<file path="src/rtl/pim_mode_pkg.sv">
package pim_mode_pkg;

  typedef enum logic [2:0] {
    CMD_NOP = 3'd0,
    CMD_ACT = 3'd1,
    CMD_PRE = 3'd2,
    CMD_RD  = 3'd3,
    CMD_WR  = 3'd4,
    CMD_REF = 3'd5
  } cmd_e;

  typedef enum logic [1:0] {
    MODE_SINGLE  = 2'd0,
    MODE_ALL     = 2'd1,
    MODE_ALL_PIM = 2'd2
  } mode_e;

  typedef enum logic [1:0] {
    PAT_NONE      = 2'd0,
    PAT_TO_ALL    = 2'd1,
    PAT_TO_PIM    = 2'd2,
    PAT_TO_SINGLE = 2'd3
  } pat_e;

endpackage

</file>
<file path="src/rtl/pim_seq_matcher.sv">
module pim_seq_matcher
  import pim_mode_pkg::*;
#(
  parameter int unsigned NUM_BANKS     = 16,
  parameter int unsigned ROW_W         = 14,
  parameter int unsigned SEQ_LEN       = 2,
  parameter int unsigned ROW_TO_ALL    = 'h3FFA,
  parameter int unsigned ROW_TO_PIM    = 'h3FFB,
  parameter int unsigned ROW_TO_SINGLE = 'h3FFC,
  localparam int unsigned BANK_W       = $clog2(NUM_BANKS)
) (
  input  logic              clk,
  input  logic              rst_n,
  input  cmd_e              cmd_type,
  input  logic [BANK_W-1:0] cmd_bank,
  input  logic [ROW_W-1:0]  cmd_row,
  output logic              done_o,
  output pat_e              pat_o
);

  localparam int unsigned STEPS  = 2 * SEQ_LEN;
  localparam int unsigned STEP_W = $clog2(STEPS + 1);
  localparam int unsigned STRIDE = NUM_BANKS / SEQ_LEN;
  localparam logic [STEP_W-1:0] LAST_STEP = STEP_W'(STEPS - 1);

  logic [STEP_W-1:0] step_q, step_d;
  pat_e              pat_q, pat_d;
  pat_e              row_pat;
  logic [BANK_W-1:0] exp_bank;
  logic              is_start;
  logic              done;
  logic              adv_en;

  // classify the row address against the reserved rows
  always_comb begin
    if (cmd_row == ROW_W'(ROW_TO_ALL))         row_pat = PAT_TO_ALL;
    else if (cmd_row == ROW_W'(ROW_TO_PIM))    row_pat = PAT_TO_PIM;
    else if (cmd_row == ROW_W'(ROW_TO_SINGLE)) row_pat = PAT_TO_SINGLE;
    else                                       row_pat = PAT_NONE;
  end

  always_comb begin
    exp_bank = BANK_W'((int'(step_q) >> 1) * STRIDE);
  end

  assign is_start = (cmd_type == CMD_ACT) && (cmd_bank == '0) && (row_pat != PAT_NONE);
  assign adv_en   = (cmd_type != CMD_NOP);

  always_comb begin
    step_d = step_q;
    pat_d  = pat_q;
    done   = 1'b0;
    if (adv_en) begin
      if (!step_q[0]) begin
        if ((cmd_type == CMD_ACT) && (cmd_bank == exp_bank) && (row_pat != PAT_NONE) &&
            ((step_q == '0) || (row_pat == pat_q))) begin
          step_d = step_q + 1'b1;
          if (step_q == '0) pat_d = row_pat;
        end else if (is_start) begin
          step_d = STEP_W'(1);
          pat_d  = row_pat;
        end else begin
          step_d = '0;
          pat_d  = PAT_NONE;
        end
      end else begin
        if ((cmd_type == CMD_PRE) && (cmd_bank == exp_bank)) begin
          if (step_q == LAST_STEP) begin
            done   = 1'b1;
            step_d = '0;
            pat_d  = PAT_NONE;
          end else begin
            step_d = step_q + 1'b1;
          end
        end else if (is_start) begin
          step_d = STEP_W'(1);
          pat_d  = row_pat;
        end else begin
          step_d = '0;
          pat_d  = PAT_NONE;
        end
      end
    end
  end

  always_ff @(posedge clk or negedge rst_n) begin
    if (!rst_n) begin
      step_q <= '0;
      pat_q  <= PAT_NONE;
    end else if (adv_en) begin
      step_q <= step_d;
      pat_q  <= pat_d;
    end
  end

  assign done_o = done;
  assign pat_o  = pat_q;

endmodule

</file>
<file path="src/rtl/pim_mode_fsm.sv">
module pim_mode_fsm
  import pim_mode_pkg::*;
(
  input  logic  clk,
  input  logic  rst_n,
  input  logic  done_i,
  input  pat_e  pat_i,
  output mode_e mode_o
);

  mode_e mode_q, mode_d;

  always_comb begin
    mode_d = mode_q;
    unique case (mode_q)
      MODE_SINGLE:  if (pat_i == PAT_TO_ALL)    mode_d = MODE_ALL;
      MODE_ALL: begin
        if (pat_i == PAT_TO_PIM)                mode_d = MODE_ALL_PIM;
        else if (pat_i == PAT_TO_SINGLE)        mode_d = MODE_SINGLE;
      end
      MODE_ALL_PIM: if (pat_i == PAT_TO_SINGLE) mode_d = MODE_SINGLE;
      default:                                  mode_d = MODE_SINGLE;
    endcase
  end

  always_ff @(posedge clk or negedge rst_n) begin
    if (!rst_n) begin
      mode_q <= MODE_SINGLE;
    end else if (done_i) begin
      mode_q <= mode_d;
    end
  end

  assign mode_o = mode_q;

endmodule

</file>
<file path="src/rtl/pim_bank_fanout.sv">
module pim_bank_fanout
  import pim_mode_pkg::*;
#(
  parameter int unsigned NUM_BANKS = 16,
  localparam int unsigned BANK_W   = $clog2(NUM_BANKS)
) (
  input  mode_e                mode_i,
  input  cmd_e                 cmd_type,
  input  logic [BANK_W-1:0]    cmd_bank,
  output logic [NUM_BANKS-1:0] bank_sel_o,
  output logic                 bcast_en_o,
  output logic                 exec_trig_o,
  output logic                 io_dis_o
);

  logic [NUM_BANKS-1:0] one_vec;
  logic [NUM_BANKS-1:0] pair_vec;

  for (genvar b = 0; b < NUM_BANKS; b++) begin : g_bank
    localparam logic PARITY = 1'(b % 2);
    assign one_vec[b]  = (cmd_bank == BANK_W'(b));
    assign pair_vec[b] = (cmd_bank[0] == PARITY);
  end

  logic is_cmd, is_access;
  assign is_cmd    = (cmd_type != CMD_NOP);
  assign is_access = (cmd_type == CMD_RD) || (cmd_type == CMD_WR);

  always_comb begin
    bank_sel_o  = '0;
    bcast_en_o  = 1'b0;
    exec_trig_o = 1'b0;
    io_dis_o    = (mode_i == MODE_ALL_PIM);
    if (is_cmd) begin
      if (mode_i == MODE_SINGLE) begin
        bank_sel_o = one_vec;
      end else begin
        bank_sel_o = pair_vec;
      end
      bcast_en_o  = (mode_i == MODE_ALL) && (cmd_type == CMD_WR);
      exec_trig_o = (mode_i == MODE_ALL_PIM) && is_access;
    end
  end

endmodule

</file>
<file path="src/rtl/pim_mode_ctrl.sv">
module pim_mode_ctrl
  import pim_mode_pkg::*;
#(
  parameter int unsigned NUM_BANKS     = 16,
  parameter int unsigned ROW_W         = 14,
  parameter int unsigned SEQ_LEN       = 2,
  parameter int unsigned ROW_TO_ALL    = 'h3FFA,
  parameter int unsigned ROW_TO_PIM    = 'h3FFB,
  parameter int unsigned ROW_TO_SINGLE = 'h3FFC,
  localparam int unsigned BANK_W       = $clog2(NUM_BANKS)
) (
  input  logic                 clk,
  input  logic                 rst_n,
  input  logic [2:0]           cmd_type,
  input  logic [BANK_W-1:0]    cmd_bank,
  input  logic [ROW_W-1:0]     cmd_row,
  output logic [1:0]           mode,
  output logic [NUM_BANKS-1:0] bank_sel,
  output logic                 bcast_en,
  output logic                 exec_trig,
  output logic                 io_dis
);

  cmd_e  cmd_t;
  logic  pat_done;
  pat_e  pat_id;
  mode_e mode_cur;

  assign cmd_t = cmd_e'(cmd_type);

  pim_seq_matcher #(
    .NUM_BANKS(NUM_BANKS), .ROW_W(ROW_W), .SEQ_LEN(SEQ_LEN),
    .ROW_TO_ALL(ROW_TO_ALL), .ROW_TO_PIM(ROW_TO_PIM), .ROW_TO_SINGLE(ROW_TO_SINGLE)
  ) u_match (
    .clk(clk), .rst_n(rst_n), .cmd_type(cmd_t), .cmd_bank(cmd_bank),
    .cmd_row(cmd_row), .done_o(pat_done), .pat_o(pat_id)
  );

  pim_mode_fsm u_fsm (
    .clk(clk), .rst_n(rst_n), .done_i(pat_done), .pat_i(pat_id), .mode_o(mode_cur)
  );

  pim_bank_fanout #(.NUM_BANKS(NUM_BANKS)) u_fan (
    .mode_i(mode_cur), .cmd_type(cmd_t), .cmd_bank(cmd_bank),
    .bank_sel_o(bank_sel), .bcast_en_o(bcast_en), .exec_trig_o(exec_trig), .io_dis_o(io_dis)
  );

  assign mode = mode_cur;

endmodule

</file>
<file path="config.mk">
export PLATFORM = sky130hd
export DESIGN_NAME = pim_mode_ctrl
export DESIGN_NICKNAME = d
export VERILOG_FILES = /design/src/rtl/pim_mode_pkg.sv /design/src/rtl/pim_seq_matcher.sv /design/src/rtl/pim_mode_fsm.sv /design/src/rtl/pim_bank_fanout.sv /design/src/rtl/pim_mode_ctrl.sv
export SDC_FILE = /design/constraint.sdc
export NUM_CORES = 1
export LEC_CHECK = 0
export BUFFER_PORTS_ARGS = -buffer_cell sky130_fd_sc_hd__buf_2
export CORE_MARGIN = 2
export CORE_UTILIZATION = 47
export CTS_BUF_LIST = sky130_fd_sc_hd__clkbuf_4 sky130_fd_sc_hd__clkbuf_8
export CTS_CLUSTER_DIAMETER = 80
export DETAILED_ROUTE_END_ITERATION = 6
export HOLD_SLACK_MARGIN = 0.15
export PLACE_DENSITY = 0.85
export SLEW_MARGIN = 25
export SYNTH_ARGS = -nofsm -noshare
export SYNTH_HDL_FRONTEND = slang
export SYNTH_SLANG_ARGS = --single-unit
</file>
<file path="constraint.sdc">
create_clock -name clk -period 2.35 [get_ports clk]
set_input_delay 0.1175 -clock clk [delete_from_list [all_inputs] [get_ports clk]]
set_output_delay 0.1175 -clock clk [all_outputs]
set_load 0.005 [all_outputs]
</file>
# == Yosys cells after proc, flatten, opt, wreduce, memory -nomap -nowiden ==
# Cells that the tools add are included.
# classes
eq_ne,33
reduce_logical,17
bitwise,1
n_mux,26
n_addsub,1
# op_table
operator,n
$eq A14 B14 Y1 const B,3
$eq A4 B4 Y1 const B,8
$mux W16,2
$mux W2,12
$eq A4 B3 Y1 const B,4
$mux W3,4
$eq A3 B2 Y1 const B,3
$eq A4 B2 Y1 const B,2
$logic_and A1 B1 Y1,8
$mux W1,7
$eq A2 B2 Y1 const B,3
$pmux W2 S3,1
$eq A2 B1 Y1 const B,2
$eq A4 B1 Y1 const B,1
$eq A4 B4 Y1,1
$logic_not A4 Y1,1
$add A3 B1 Y3 const B,1
$eq A3 B1 Y1 const B,1
$eq A3 B3 Y1 const B,1
$logic_not A3 Y1,1
$ne A3 B1 Y1 const B,1
$ne A3 B3 Y1 const B,1
$reduce_and A3 Y1,1
$reduce_bool A3 Y1,1
other kinds (7),8
# totals
output_inout_bits,21
reg_bits,7

# == Logic depth before layout (Yosys ltp) ==
# depth
word_depth,9
depth_mapped,7
depth_no_buf,7

# == Cells and area by module ==
# Synthesis repeated with hierarchy kept, for this count alone.
# hier_totals
cells_unflattened,125
hier_area_um2,1019.7
# modules_own_cells
mod,cells_per_inst,seq_area_each_um2,instances,area_per_inst_um2
pim_seq_matcher,68,125.1,1,583.1
pim_bank_fanout,46,0.0,1,337.8
pim_mode_fsm,11,50.0,1,98.8

# == Least setup slack after synthesis ==
# OpenSTA, ideal clock, no wires.
# synth_timing
path_type,reg-to-reg
from,reg u_match.pat_q[1] (netlist: u_match.pat_o[1])
to,reg u_match.pat_q[1] (netlist: u_match.pat_o[1])
path_stages_with_launch,6
arrival_time_ns,1.545
setup_slack_ns,0.669
path_buffers,0
setup_time_ns,0.136
cell_sequence,dfrtp_1 or3b_1 a2111o_1 nand3_1 a31oi_1 mux2i_1
# synth_via
elab_chain_cells,5
word_cells_on_any_way,7
# synth_rtl
item,line_no,source
"start, declared",pim_seq_matcher.sv:27,"pat_e pat_q, pat_d;"
"start signal, assigned",pim_seq_matcher.sv:92,pat_q <= pat_d;
$eq A2 B2 Y1 *,pim_seq_matcher.sv:56,((step_q == '0) || (row_pat == pat_q))) begin
$logic_or A1 B1 Y1 *,pim_seq_matcher.sv:56,
$logic_and A1 B1 Y1 *,pim_seq_matcher.sv:55,if ((cmd_type == CMD_ACT) && (cmd_bank == exp_bank) && (row_pat != PAT_NONE) &&
$ne A3 B1 Y1 (no line) / $mux W2 (equally long branches),-,
$reduce_and A3 Y1 (no line) / $mux W2 (equally long branches),-,
# Every way passes the cells marked *; elsewhere a longest branch is shown, timed or not.
# A chain may end at the register's enable or synchronous reset.

# == Worst setup path after layout ==
# layout_timing
from,reg u_match.pat_q[1] (netlist: u_match.pat_o[1])
to,reg u_match.step_q[2]
# layout_via
elab_chain_cells,5
# layout_rtl
item,line_no,source
$eq A2 B2 Y1,pim_seq_matcher.sv:56,
$logic_or A1 B1 Y1,pim_seq_matcher.sv:56,
$logic_and A1 B1 Y1,pim_seq_matcher.sv:55,
$mux W3,pim_seq_matcher.sv:55,
$mux W3,pim_seq_matcher.sv:54,if (!step_q[0]) begin
"end signal, assigned",pim_seq_matcher.sv:91,step_q <= step_d;
"end, declared",pim_seq_matcher.sv:26,"logic [STEP_W-1:0] step_q, step_d;"
# Every way passes these cells.

==> results.json <==
{
  "synth_cell_types": 39,
  "final_common_cell": "buf_2",
  "drt_iter0_markers": 62,
  "dp_hpwl_um": 1950,
  "crit_chain": "or3b_1 > a2111o_1 > nand4b_2 > nand4b_1 > a31oi_1",
  "required_ns": 2.52,
  "worst_slew_pin_slew_ns": 0.625,
  "portBuffers": 43,
  "finalSetupTns_ns": 0,
  "rrSetupSlack_ns": 0.54,
  "fp.coreArea_um2": 1750,
  "clk_pin_slew_ns": 0.06,
  "syn-cell-area_um2": 878,
  "hold_viol_final": 0,
  "nFillCells": 169,
  "total_power_uw": 330,
  "hold_ws_ns": 0.219,
  "drc": 0,
  "htreeDepth": 1,
  "root_buffer": "clkbuf_4",
  "synth_xor_area_frac": 0.00997,
  "path_max_fanout": 7,
  "grt_max_degree": 10,
  "status": "completed",
  "worst_clock_skew_ns": 0.00965,
  "timing.rr.start": "u_match.pat_o[1]$_DFFE_PN0P_",
  "num_vias": 1114,
  "wl_per_cell_um": 12.5,
  "clock-sinks": 7,
  "grt.overflow.total": 0,
  "post-cts-setup-buffers": 0,
  "cts_resized": 0,
  "grt_pass1_wl_um": 3860,
  "dr.pass1.iters": 4,
  "dieArea_um2": 2230,
  "die-height_um": 47.2,
  "syn_nets": 156,
  "finalMaxSlewViolations": 0,
  "cts_tree": "built",
  "gp_congestion": 0.905,
  "critPathArrivalTime_ns": 1.98,
  "area_delta_synth_final_pct": 29.9,
  "ys_ff_latch": 7,
  "start_util": 0.503,
  "p_per_area_nw_per_um2": 289,
  "yosys_warnings": 0,
  "rsz0062_at_grt": "false",
  "fp-row-count": 15,
  "setup_violations": 0,
  "antenna_found_initial": 0,
  "synthMuxAreaShare": 0.0228,
  "clk_path_buf_depth": 2,
  "drv_cap": 0,
  "leakagePower_uw": 0.000563,
  "ys_seq_area_frac": 0.199,
  "crit_type": "flop to flop",
  "postRouteWirelength_um": 2450,
  "cp_slowest_cell": "a2111o_1",
  "drive_gt1_frac": 0.292,
  "nets": 199,
  "final_cell_mix": "43 x buf_2, 25 x nor2_1, 13 x inv_1",
  "hold_class": "input port to asynchronous set/reset pin",
  "boundaryPins": 44,
  "cts_buffers": 3,
  "grt_usage": 0.238,
  "die_w_um": 47.2,
  "avgSynthCellArea_um2": 6.81,
  "cp_slowest_stage_delay_ns": 0.46,
  "ir_worst_vdd_mv": 0.262,
  "period_needed_ns": 1.81,
  "grt_pass1_vias": 951,
  "n_antenna_cell": 0,
  "synth_compound_area_frac": 0.232,
  "post-route-period-util": 0.770,
  "r2r_cells": 5,
  "synth-adder-area-share": 0.0570,
  "synthCells": 129,
  "antenna_left": 0,
  "vias_per_cell": 5.68,
  "synthSimpleGateAreaFrac": 0.396,
  "maxSlewHeadroom": 0.580,
  "critPathCaptureType": "flop",
  "rr_endpoint": "u_match.step_q[2]$_DFFE_PN0P_",
  "fmax_mhz": 553,
  "synth_top_family_by_area": "simple AND/OR/NAND/NOR gates",
  "start_kind": "flop",
  "worstSkewPairLatency_ns": 0.25
}
-- worst max-delay path, delay by kind of cell, from the launching register on --
| kind | cells | cell delay, ns |
|---|---|---|
| AOI/OAI and AO/OA | 2 | 0.66 |
| DFF | 1 | 0.43 |
| and+or+nand+nor | 3 | 0.63 |
-- cell families after synthesis --
logic type / count (synthesis)
DFF: 7
xor gates and xnor gates: 1
adders and majority gates: 4
buffers and inverters: 19
muxes: 2
and+or+nand+nor: 65
AOI/OAI and AO/OA: 31
-- through the flow --
step	cell area, µm²	instances	util	worst slack, ns
after global placement	1100	191	0.631	0.622
after global routing	1140	196	0.654	0.422
after detailed placement	1100	191	0.631	0.552
after floorplan	878	129	-	0.669
final	1140	196	0.654	0.541
after CTS	1140	196	0.654	0.542
-- flip-flops by register name, summed over array words and instances (netlist names) --
register,cells
u_match.step_q,3
u_fsm.mode_o,2
u_match.pat_o,2
-- synthesized netlist by cell type, drive strengths merged --
library cell / number / share of area
nor3b: 1 / 0.0086
a22oi: 1 / 0.0086
dfrtp: 7 / 0.20
a21boi: 1 / 0.0086
a2111o: 1 / 0.013
o21bai: 1 / 0.0086
nor2: 25 / 0.11
nand3: 3 / 0.017
mux2i: 2 / 0.023
or4: 1 / 0.0086
or3b: 1 / 0.010
nor2b: 4 / 0.028
o21a: 2 / 0.017
nand3b: 1 / 0.0086
nand4b: 2 / 0.027
nor3: 4 / 0.036
o21ai: 3 / 0.017
and2b: 1 / 0.0086
o22ai: 2 / 0.014
inv: 13 / 0.056
xnor2: 1 / 0.010
nand2: 9 / 0.038
buf: 1 / 0.0057
o22a: 1 / 0.010
or3: 2 / 0.014
ha: 4 / 0.057
a31oi: 10 / 0.071
a32oi: 1 / 0.010
nand4: 3 / 0.021
or2: 1 / 0.0071
and4: 1 / 0.010
nor4: 3 / 0.021
o41ai: 2 / 0.020
nor4b: 1 / 0.010
a21oi: 6 / 0.034
nand2b: 2 / 0.014
clkbuf: 5 / 0.021
-- metal layers --
layer,GRT usage,share of wire
met2,0.386,0.49
met3,0.0269,0.072
met5,0,0
met4,0.0722,0.0086
met1,0.329,0.43
-- timing repair --
action                                  4_1_cts  5_1_grt
hold buffers                                  1        0
endpoints found under the hold margin         7        0
endpoints found under the setup margin        0        0
-- power by group --
| group | internal [µW] | switching [µW] |
|---|---|---|
| sequential | 121 | 0.815 |
| clock | 76.4 | 45.1 |
| combinational | 35.4 | 51.3 |
| total | 233 | 97.2 |
-- final cells by class --
type                            count  area (µm²)  share of cell area
Multi-Input combinational cell    103         631               0.553
Timing Repair Buffer               44         225               0.197
Sequential cell                     7         175               0.154
Inverter                           13        48.8              0.0428
Tap cell                           25        31.3              0.0274
Clock buffer                        4        30.0              0.0263
-- worst max-delay path by stage --
stage	startpoint	to	slack [ns]	depth (start not counted)
floorplan	u_match.pat_o[1]$_DFFE_PN0P_	u_match.pat_o[1]$_DFFE_PN0P_	0.67	5
global placement	u_match.pat_o[1]$_DFFE_PN0P_	u_match.pat_o[1]$_DFFE_PN0P_	0.62	5
CTS	u_match.pat_o[1]$_DFFE_PN0P_	u_match.step_q[0]$_DFFE_PN0P_	0.54	5
finish	u_match.pat_o[1]$_DFFE_PN0P_	u_match.step_q[2]$_DFFE_PN0P_	0.54	5
global route	u_match.pat_o[1]$_DFFE_PN0P_	u_match.step_q[0]$_DFFE_PN0P_	0.42	5
detailed placement	u_match.pat_o[1]$_DFFE_PN0P_	u_match.step_q[0]$_DFFE_PN0P_	0.55	5
Power figures use the tool's default switching activity.
